[src/rtl/gpx_pkg.sv]
package gpx_pkg;

    typedef enum logic {
        ST_IDLE    = 1'b0,
        ST_PUBLISH = 1'b1
    } gpx_state_e;

endpackage

[src/rtl/gpx_regfile.sv]
module gpx_regfile #(
    parameter int W     = 16,
    parameter int A     = 6,
    parameter int N_AUX = 8
) (
    input  logic         clk,
    input  logic         rst_n,
    input  logic         wr_en,
    input  logic [A-1:0] addr,
    input  logic [W-1:0] wdata,
    input  logic [W-1:0] line_req,
    input  logic [W-1:0] line_val,
    output logic [W-1:0] rdata,
    output logic [W-1:0] dir_q,
    output logic [W-1:0] level_q,
    output logic         pub_req
);
    localparam int WW     = A - 2;
    localparam int AUX_IW = (N_AUX > 1) ? $clog2(N_AUX) : 1;
    localparam logic [WW-1:0] WORD_DIR = WW'(N_AUX);
    localparam logic [WW-1:0] WORD_LWR = WW'(N_AUX + 1);
    localparam logic [WW-1:0] WORD_LRD = WW'(N_AUX + 2);

    logic [WW-1:0] word;
    logic          aligned;
    logic          hit_aux, hit_dir, hit_lwr, hit_lrd;
    logic [W-1:0]  level_d;
    logic [W-1:0]  aux_q [N_AUX];

    assign word    = addr[A-1:2];
    assign aligned = (addr[1:0] == 2'b00);
    assign hit_aux = aligned && (word < WORD_DIR);
    assign hit_dir = aligned && (word == WORD_DIR);
    assign hit_lwr = aligned && (word == WORD_LWR);
    assign hit_lrd = aligned && (word == WORD_LRD);
    assign pub_req = wr_en && (hit_dir || hit_lwr);

    generate
        for (genvar g = 0; g < N_AUX; g++) begin : g_aux
            always_ff @(posedge clk or negedge rst_n) begin
                if (!rst_n)
                    aux_q[g] <= '0;
                else if (wr_en && hit_aux && (word == WW'(g)))
                    aux_q[g] <= wdata;
            end
        end
    endgenerate

    always_ff @(posedge clk or negedge rst_n) begin
        if (!rst_n)
            dir_q <= '0;
        else if (wr_en && hit_dir)
            dir_q <= wdata;
    end

    // Bus write first, then per-line requests take priority bit by bit.
    always_comb begin
        level_d = level_q;
        if (wr_en && hit_lwr)
            level_d = wdata & dir_q;
        level_d = (level_d & ~line_req) | (line_val & line_req);
    end

    always_ff @(posedge clk or negedge rst_n) begin
        if (!rst_n)
            level_q <= '0;
        else
            level_q <= level_d;
    end

    always_comb begin
        rdata = '0;
        if (hit_aux)
            rdata = aux_q[word[AUX_IW-1:0]];
        else if (hit_dir)
            rdata = dir_q;
        else if (hit_lrd)
            rdata = level_q;
    end


    p_level_masked_r4: assert property (@(posedge clk) disable iff (!rst_n)
        (wr_en && hit_lwr && line_req == '0) |=> (level_q == $past(wdata & dir_q)));


    p_line_applied_r7: assert property (@(posedge clk) disable iff (!rst_n)
        (line_req != '0) |=> ((level_q & $past(line_req)) == $past(line_val & line_req)));


    p_ignored_write_r9: assert property (@(posedge clk) disable iff (!rst_n)
        (wr_en && !hit_dir && !hit_lwr && line_req == '0) |=> ($stable(level_q) && $stable(dir_q)));

endmodule

[src/rtl/gpx_publisher.sv]
module gpx_publisher
    import gpx_pkg::*;
#(
    parameter int W = 16
) (
    input  logic         clk,
    input  logic         rst_n,
    input  logic         pub_req,
    input  logic [W-1:0] level_q,
    input  logic [W-1:0] dir_q,
    output logic [W-1:0] pin_out,
    output logic [W-1:0] pin_chg
);
    gpx_state_e   state_q, state_d;
    logic [W-1:0] masked;

    assign masked = level_q & dir_q;

    always_comb begin
        unique case (state_q)
            ST_IDLE:    state_d = pub_req ? ST_PUBLISH : ST_IDLE;
            ST_PUBLISH: state_d = pub_req ? ST_PUBLISH : ST_IDLE;
            default:    state_d = ST_IDLE;
        endcase
    end

    always_ff @(posedge clk or negedge rst_n) begin
        if (!rst_n)
            state_q <= ST_IDLE;
        else
            state_q <= state_d;
    end

    always_ff @(posedge clk or negedge rst_n) begin
        if (!rst_n) begin
            pin_out <= '0;
            pin_chg <= '0;
        end else begin
            unique case (state_q)
                ST_PUBLISH: begin
                    pin_out <= masked;
                    pin_chg <= masked ^ pin_out;
                end
                default: pin_chg <= '0;
            endcase
        end
    end


    p_chg_is_delta_r6: assert property (@(posedge clk) disable iff (!rst_n)
        pin_chg == (pin_out ^ $past(pin_out)));


    p_chg_needs_req_r6: assert property (@(posedge clk) disable iff (!rst_n)
        !$past(pub_req, 2) |-> (pin_chg == '0));


    p_out_holds_r5: assert property (@(posedge clk) disable iff (!rst_n)
        (state_q != ST_PUBLISH) |=> $stable(pin_out));

endmodule

[src/rtl/gpx_expander.sv]
module gpx_expander #(
    parameter int W     = 16,
    parameter int A     = 6,
    parameter int N_AUX = 8
) (
    input  logic         clk,
    input  logic         rst_n,
    input  logic         bus_wr,
    input  logic [A-1:0] bus_addr,
    input  logic [W-1:0] bus_wdata,
    output logic [W-1:0] bus_rdata,
    input  logic [W-1:0] line_req,
    input  logic [W-1:0] line_val,
    output logic [W-1:0] pin_out,
    output logic [W-1:0] pin_chg
);
    logic [W-1:0] dir_q;
    logic [W-1:0] level_q;
    logic         pub_req;

    gpx_regfile #(.W(W), .A(A), .N_AUX(N_AUX)) i_regs (
        .clk      (clk),
        .rst_n    (rst_n),
        .wr_en    (bus_wr),
        .addr     (bus_addr),
        .wdata    (bus_wdata),
        .line_req (line_req),
        .line_val (line_val),
        .rdata    (bus_rdata),
        .dir_q    (dir_q),
        .level_q  (level_q),
        .pub_req  (pub_req)
    );

    gpx_publisher #(.W(W)) i_pub (
        .clk     (clk),
        .rst_n   (rst_n),
        .pub_req (pub_req),
        .level_q (level_q),
        .dir_q   (dir_q),
        .pin_out (pin_out),
        .pin_chg (pin_chg)
    );

endmodule

[config.mk]
export PLATFORM = sky130hd
export DESIGN_NAME = gpx_expander
export DESIGN_NICKNAME = d
export VERILOG_FILES = /design/src/rtl/gpx_pkg.sv /design/src/rtl/gpx_regfile.sv /design/src/rtl/gpx_publisher.sv /design/src/rtl/gpx_expander.sv
export SDC_FILE = /design/constraint.sdc
export NUM_CORES = 1
export LEC_CHECK = 0
export ABC_AREA = 0
export BUFFER_PORTS_ARGS = -buffer_cell sky130_fd_sc_hd__clkbuf_2
export CAP_MARGIN = 10
export CORE_ASPECT_RATIO = 1.1
export CORE_UTILIZATION = 55
export DETAILED_ROUTE_END_ITERATION = 12
export PLACE_DENSITY_LB_ADDON = 0.05
export RECOVER_POWER = 100
export SLEW_MARGIN = 20
export SYNTH_ARGS = -nofsm -noshare
export SYNTH_HDL_FRONTEND = slang
export SYNTH_SLANG_ARGS = --single-unit
[constraint.sdc]
create_clock -name clk -period 3.1 [get_ports clk]
set_input_delay 0.155 -clock clk [delete_from_list [all_inputs] [get_ports clk]]
set_output_delay 0.155 -clock clk [all_outputs]
set_load 0.1 [all_outputs]
After elaboration in Yosys (flattened, before gate mapping)
Index checks and enable logic that the tools add are counted.
{"block": "totals", "ff_bits": 193, "input_bits": 57, "output_inout_bits": 48, "wordCells": 61}
{"block": "classes", "n_lt_le_gt_ge": 2, "n_eq_ne": 10, "mux": 9, "bitwise_logic": 8, "n_reduce_logical": 19}
{"op": "2-to-1 mux 16 bit", "count": 7}
{"op": "AND 16 bit", "count": 4}
{"op": "binary-select mux 16 bit (select 3 bit)", "count": 1}
{"op": "equality test 4 x 3 -> 1 bit (second input constant)", "count": 4}
{"op": "logical AND 1 bit", "count": 16}
{"op": "NOT 16 bit", "count": 1}
{"op": "bitwise OR 16 bit", "count": 1}
{"op": "bitwise XOR 16 bit", "count": 1}
{"op": "equality test 4 bit (second input constant)", "count": 3}
{"op": "equality test 4 x 2 -> 1 bit (second input constant)", "count": 2}
{"op": "equality test 4 x 1 -> 1 bit (second input constant)", "count": 1}
{"op": "greater-or-equal comparator 4 bit (second input constant)", "count": 1}
{"op": "zero test 4 bit", "count": 1}
{"op": "less-than comparator 4 bit (second input constant)", "count": 1}
{"op": "NOT 3 -> 4 bit", "count": 1}
{"op": "zero test 2 bit", "count": 1}
{"op": "logical OR 1 bit", "count": 1}
{"op": "2-to-1 mux 1 bit", "count": 1}

Depth between registers and ports, before layout
{"block": "depth", "word_depth": 6, "depth_mapped": 7, "mapped_depth_nobuf": 3}

By module
From an unflattened synthesis, not the netlist that was laid out.
{"block": "unflattened", "hier_cells": 687, "hier_area_um2": 9006.1}
{"mod": "gpx_regfile", "n_inst": 1, "cells_each": 569, "area_per_inst_um2": 7577.3, "seq_area_each_um2": 4003.8}
{"mod": "gpx_publisher", "n_inst": 1, "cells_each": 118, "area_per_inst_um2": 1428.9, "seq_area_each_um2": 825.8}

Worst setup path before layout
OpenSTA, ideal clock, no wires.
{"block": "synth_timing", "path_kind": "input-to-output", "from": "input port bus_addr[0]", "to": "output port bus_rdata[10]", "arrival_ps": 3414, "required_ps": 2945, "path_slack_ps": -469, "path_stages": 5, "n_path_buf": 3, "path_cell_list": "buf_2 -> or4b_1 -> clkbuf_1 -> clkbuf_1 -> o31ai_1"}
{"block": "synth_between", "elab_chain_cells": 5, "elab_cells_between_ends": 7, "cone_classes": "mux: 3; reduce/logical: 4"}
{"item": "from (decl)", "line_no": "gpx_expander.sv:9", "source": "input logic [A-1:0] bus_addr,"}
{"item": "zero test 2 bit *", "line_no": "gpx_regfile.sv:31", "source": "assign aligned = (addr[1:0] == 2'b00);"}
{"item": "logical AND 1 bit", "line_no": "gpx_regfile.sv:35", "source": "assign hit_lrd = aligned && (word == WORD_LRD);"}
{"item": "2-to-1 mux 16 bit", "line_no": "gpx_regfile.sv:77", "source": "else if (hit_lrd)"}
{"item": "2-to-1 mux 16 bit", "line_no": "gpx_regfile.sv:75", "source": "else if (hit_dir)"}
{"item": "2-to-1 mux 16 bit *", "line_no": "gpx_regfile.sv:73", "source": "if (hit_aux)"}
{"item": "to (decl)", "line_no": "gpx_expander.sv:11", "source": "output logic [W-1:0] bus_rdata,"}
Every way passes the cells marked *; elsewhere a longest branch is shown, timed or not.

Worst setup path in the final report
{"block": "layout_timing", "from": "input port bus_addr[1]", "to": "output port bus_rdata[10]"}
The elaborated chain is that of the path after synthesis.

==> out/qor.yml <==
leakagePower_uw: 0.004779
maxSlewHeadroom_pct: -57.22
place.port_buffers: 104
first_iter_violations: 340
worstPathRequired_ns: 2.94
switching_power_uw: 1551
clk_pin_slew_worst_paths_ns: 0.06
drv_slew: 107
dp_hpwl_um: 13770
gp_congestion: 0.8038
p_int_uw: 4477
power_frac_seq_pct: 49.4
drt-wirelength-per-cell_um: 20.13
grt_overflow: 0
tns_ns: 0
diodes: 0
fp.dieW_um: 124.0
nFillCells: 1220
firstDrtPassIters: 4
synth-edff-count: 0
postCtsSetupBuffers: 0
cts_resized: 0
yosys-top-cells-area: "dfrtp_1, mux2_2, mux4_2, o21ai_0, mux2_4"
cp_cell_sequence: "clkbuf_1 > nor4b_4 > clkbuf_1 > a22oi_1 > o31ai_1 > clkbuf_2"
synth_cell_type_count: 36
ys_seq_elements: 193
clock_path_buffers: 2
area_growth_pct: 16.11
setup_viol: 0
placed_cell_area_sq_um: 9717
hold_class: "primary input to register"
grtUsageTotal_pct: 26.18
crit_family: "buffers and inverters"
syn-num-nets: 730
max_clock_freq_mhz: 373.7
initial_core_util_pct: 56.77
cts_tree: "built"
syn_area_per_cell_sq_um: 13.37
path_buf_inv: 3
root_buffer: "clkbuf_16"
worst-slew-pin-transition_ns: 2.358
critPathLaunchType: "primary input"
stdcell_area_sq_um: 10450
crit_fanout: 19
io_pins: 105
yosys.area.top_type: "dfrtp_1"
antenna_found_initial: 0
clk_latency_ns: 0.43
outcome: "finished with violations"
drc: 0
violations: "max-capacitance violations, max-slew violations"
fin_nets: 850
ys.warnings.count: 0
fin_crit_ns: 2.676
grt_pass1_wl_um: 32910
rsz0062_at_grt: "false"
period_share_pct: 86.32
drive_gt1_share_pct: 35.16
powerDensity_nw_per_um2: 576.8
htreeDepth: 4
cts.sinks: 193
holdWs_ns: 0.009377
synth_flop_cell: "dfrtp_1"
yosysSeqAreaShare_pct: 53.66
routed_wl_um: 20230
synthArstFlopShare_pct: 100.0
die_area_sq_um: 16880
vias_per_cell: 5.758
fin_worst_skew_ns: 0.006730
synth_area_sq_um: 9001
ir_drop_uv: 369.9
critPathSlowestCell: "clkbuf_1"
final_hold_viol_count: 0
p_clk_share_pct: 35.9
syn-instance-count: 673
crit_top_cell: "clkbuf_1"
drv_cap: 2
synth_top_area_share_pct: 53.66
combPwrFrac_pct: 14.7
crit_arrival_ns: 2.52
crit_type: "primary input to primary output"
cts_buffers: 17
coreArea_sq_um: 15860
end_kind: "primary output"
die_y_um: 136.2
grt_max_degree: 91
grt_pass1_vias: 6140
swShare_pct: 25.73
cts_hold_buf: 32
via_count: 5787
ant_nets: 0
rows: 48
cp_slowest_stage_delay_ns: 0.86
registers in the layout, indices dropped and copies added, names as in the netlist, named ones only:
name / cells
i_pub.pin_chg: 16
i_regs.dir_q: 16
i_pub.state_q: 1
i_pub.pin_out: 16
i_regs.aux_q: 128
metal layers:
metal | global-route usage (%) | vias to the layer above | routed length, um
li1 | - | 2671 | -
met1 | 37.25 | 2944 | 9346
met2 | 40.52 | 151 | 9412
met3 | 5.034 | 21 | 1235
met4 | 8.466 | 0 | 237
met5 | 0 | - | 0
layout by cell type, fill, tap and decap left out, types with 10 or more instances in the layout:
cell and n:
dlygate4sd3_1 32, xnor2_1 16, and2_1 10, clkbuf_2 69
a22oi_1 16, inv_1 32, mux4_2 32, clkbuf_16 17
mux2_2 135, mux2i_1 15, o31ai_1 14, nand2_1 20
dfrtp_1 193, nor2_1 17, clkbuf_1 50, o21ai_0 32
nand4_1 16, nand3_1 18, a31oi_1 16
cell type report:
cell class	count	area (sq um)	share of cell area, %
Sequential cell	193	4830	46.21
Inverter	32	120.1	1.149
Timing Repair Buffer	159	943.4	9.027
Clock buffer	22	474.2	4.537
Clock inverter	9	107.6	1.030
Tap cell	200	250.2	2.394
Multi-Input combinational cell	390	3726	35.65
power by group through the flow:
stage	registers [uW]	clock network, uW	logic [uW]
floorplan	3040	0	582
global placement	3010	0	835
detailed placement	3020	0	867
CTS	2980	2210	911
global route	3020	2310	960
finish	2980	2160	885
kinds of logic after synthesis:
| group | count (synthesis) | synth area share, % |
|---|---|---|
| flip-flops | 193 | 53.66 |
| multiplexers | 192 | 28.23 |
| AND/OR/NAND/NOR | 102 | 6.728 |
| buffers and inverters | 90 | 4.295 |
| XOR/XNOR | 16 | 1.557 |
| AO/OA/AOI/OAI | 80 | 5.533 |
through the flow:
stage / util (%) / power (uW) / worst slack (ns) / instances
floorplan: - / 3626 / -0.4693 / 673
global placement: 61.28 / 3846 / 0.6778 / 942
detailed placement: 61.28 / 3892 / 0.6103 / 942
CTS: 66.97 / 6101 / 0.5991 / 1005
global route: 65.92 / 6285 / 0.2665 / 1005
finish: 65.92 / 6028 / 0.4240 / 1005
cells in the mapped netlist, types with 3 or more instances:
library cell,number
mux2_4,10
buf_4,3
inv_1,32
o31ai_1,15
mux2_2,135
buf_1,9
a22oi_1,16
a31oi_1,16
mux4_2,32
nor2_1,16
and2_1,17
xnor2_1,16
nand3_1,18
o21ai_0,33
nand4_1,16
dfrtp_1,193
mux2i_1,15
buf_2,15
clkbuf_1,29
nand2_1,19
path summary, 6_finish.rpt:
path,to,cells past startpoint,startpoint,slack (ns)
max,bus_rdata[10],6,bus_addr[1],0.42
min,register,3,line_req[8],0.009
max reg2reg,i_pub.pin_out[9]$_DFFE_PN0P_,1,i_pub.state_q$_DFF_PN0_,1.58
min reg2reg,i_regs.aux_q[93]$_DFFE_PN0P_,1,i_regs.aux_q[93]$_DFFE_PN0P_,0.49
max in group asynchronous,i_regs.aux_q[66]$_DFFE_PN0P_,2,rst_n,0.70
min in group asynchronous,i_pub.pin_chg[2]$_DFF_PN0_,2,rst_n,0.92
(Power assumes the default switching activity.)
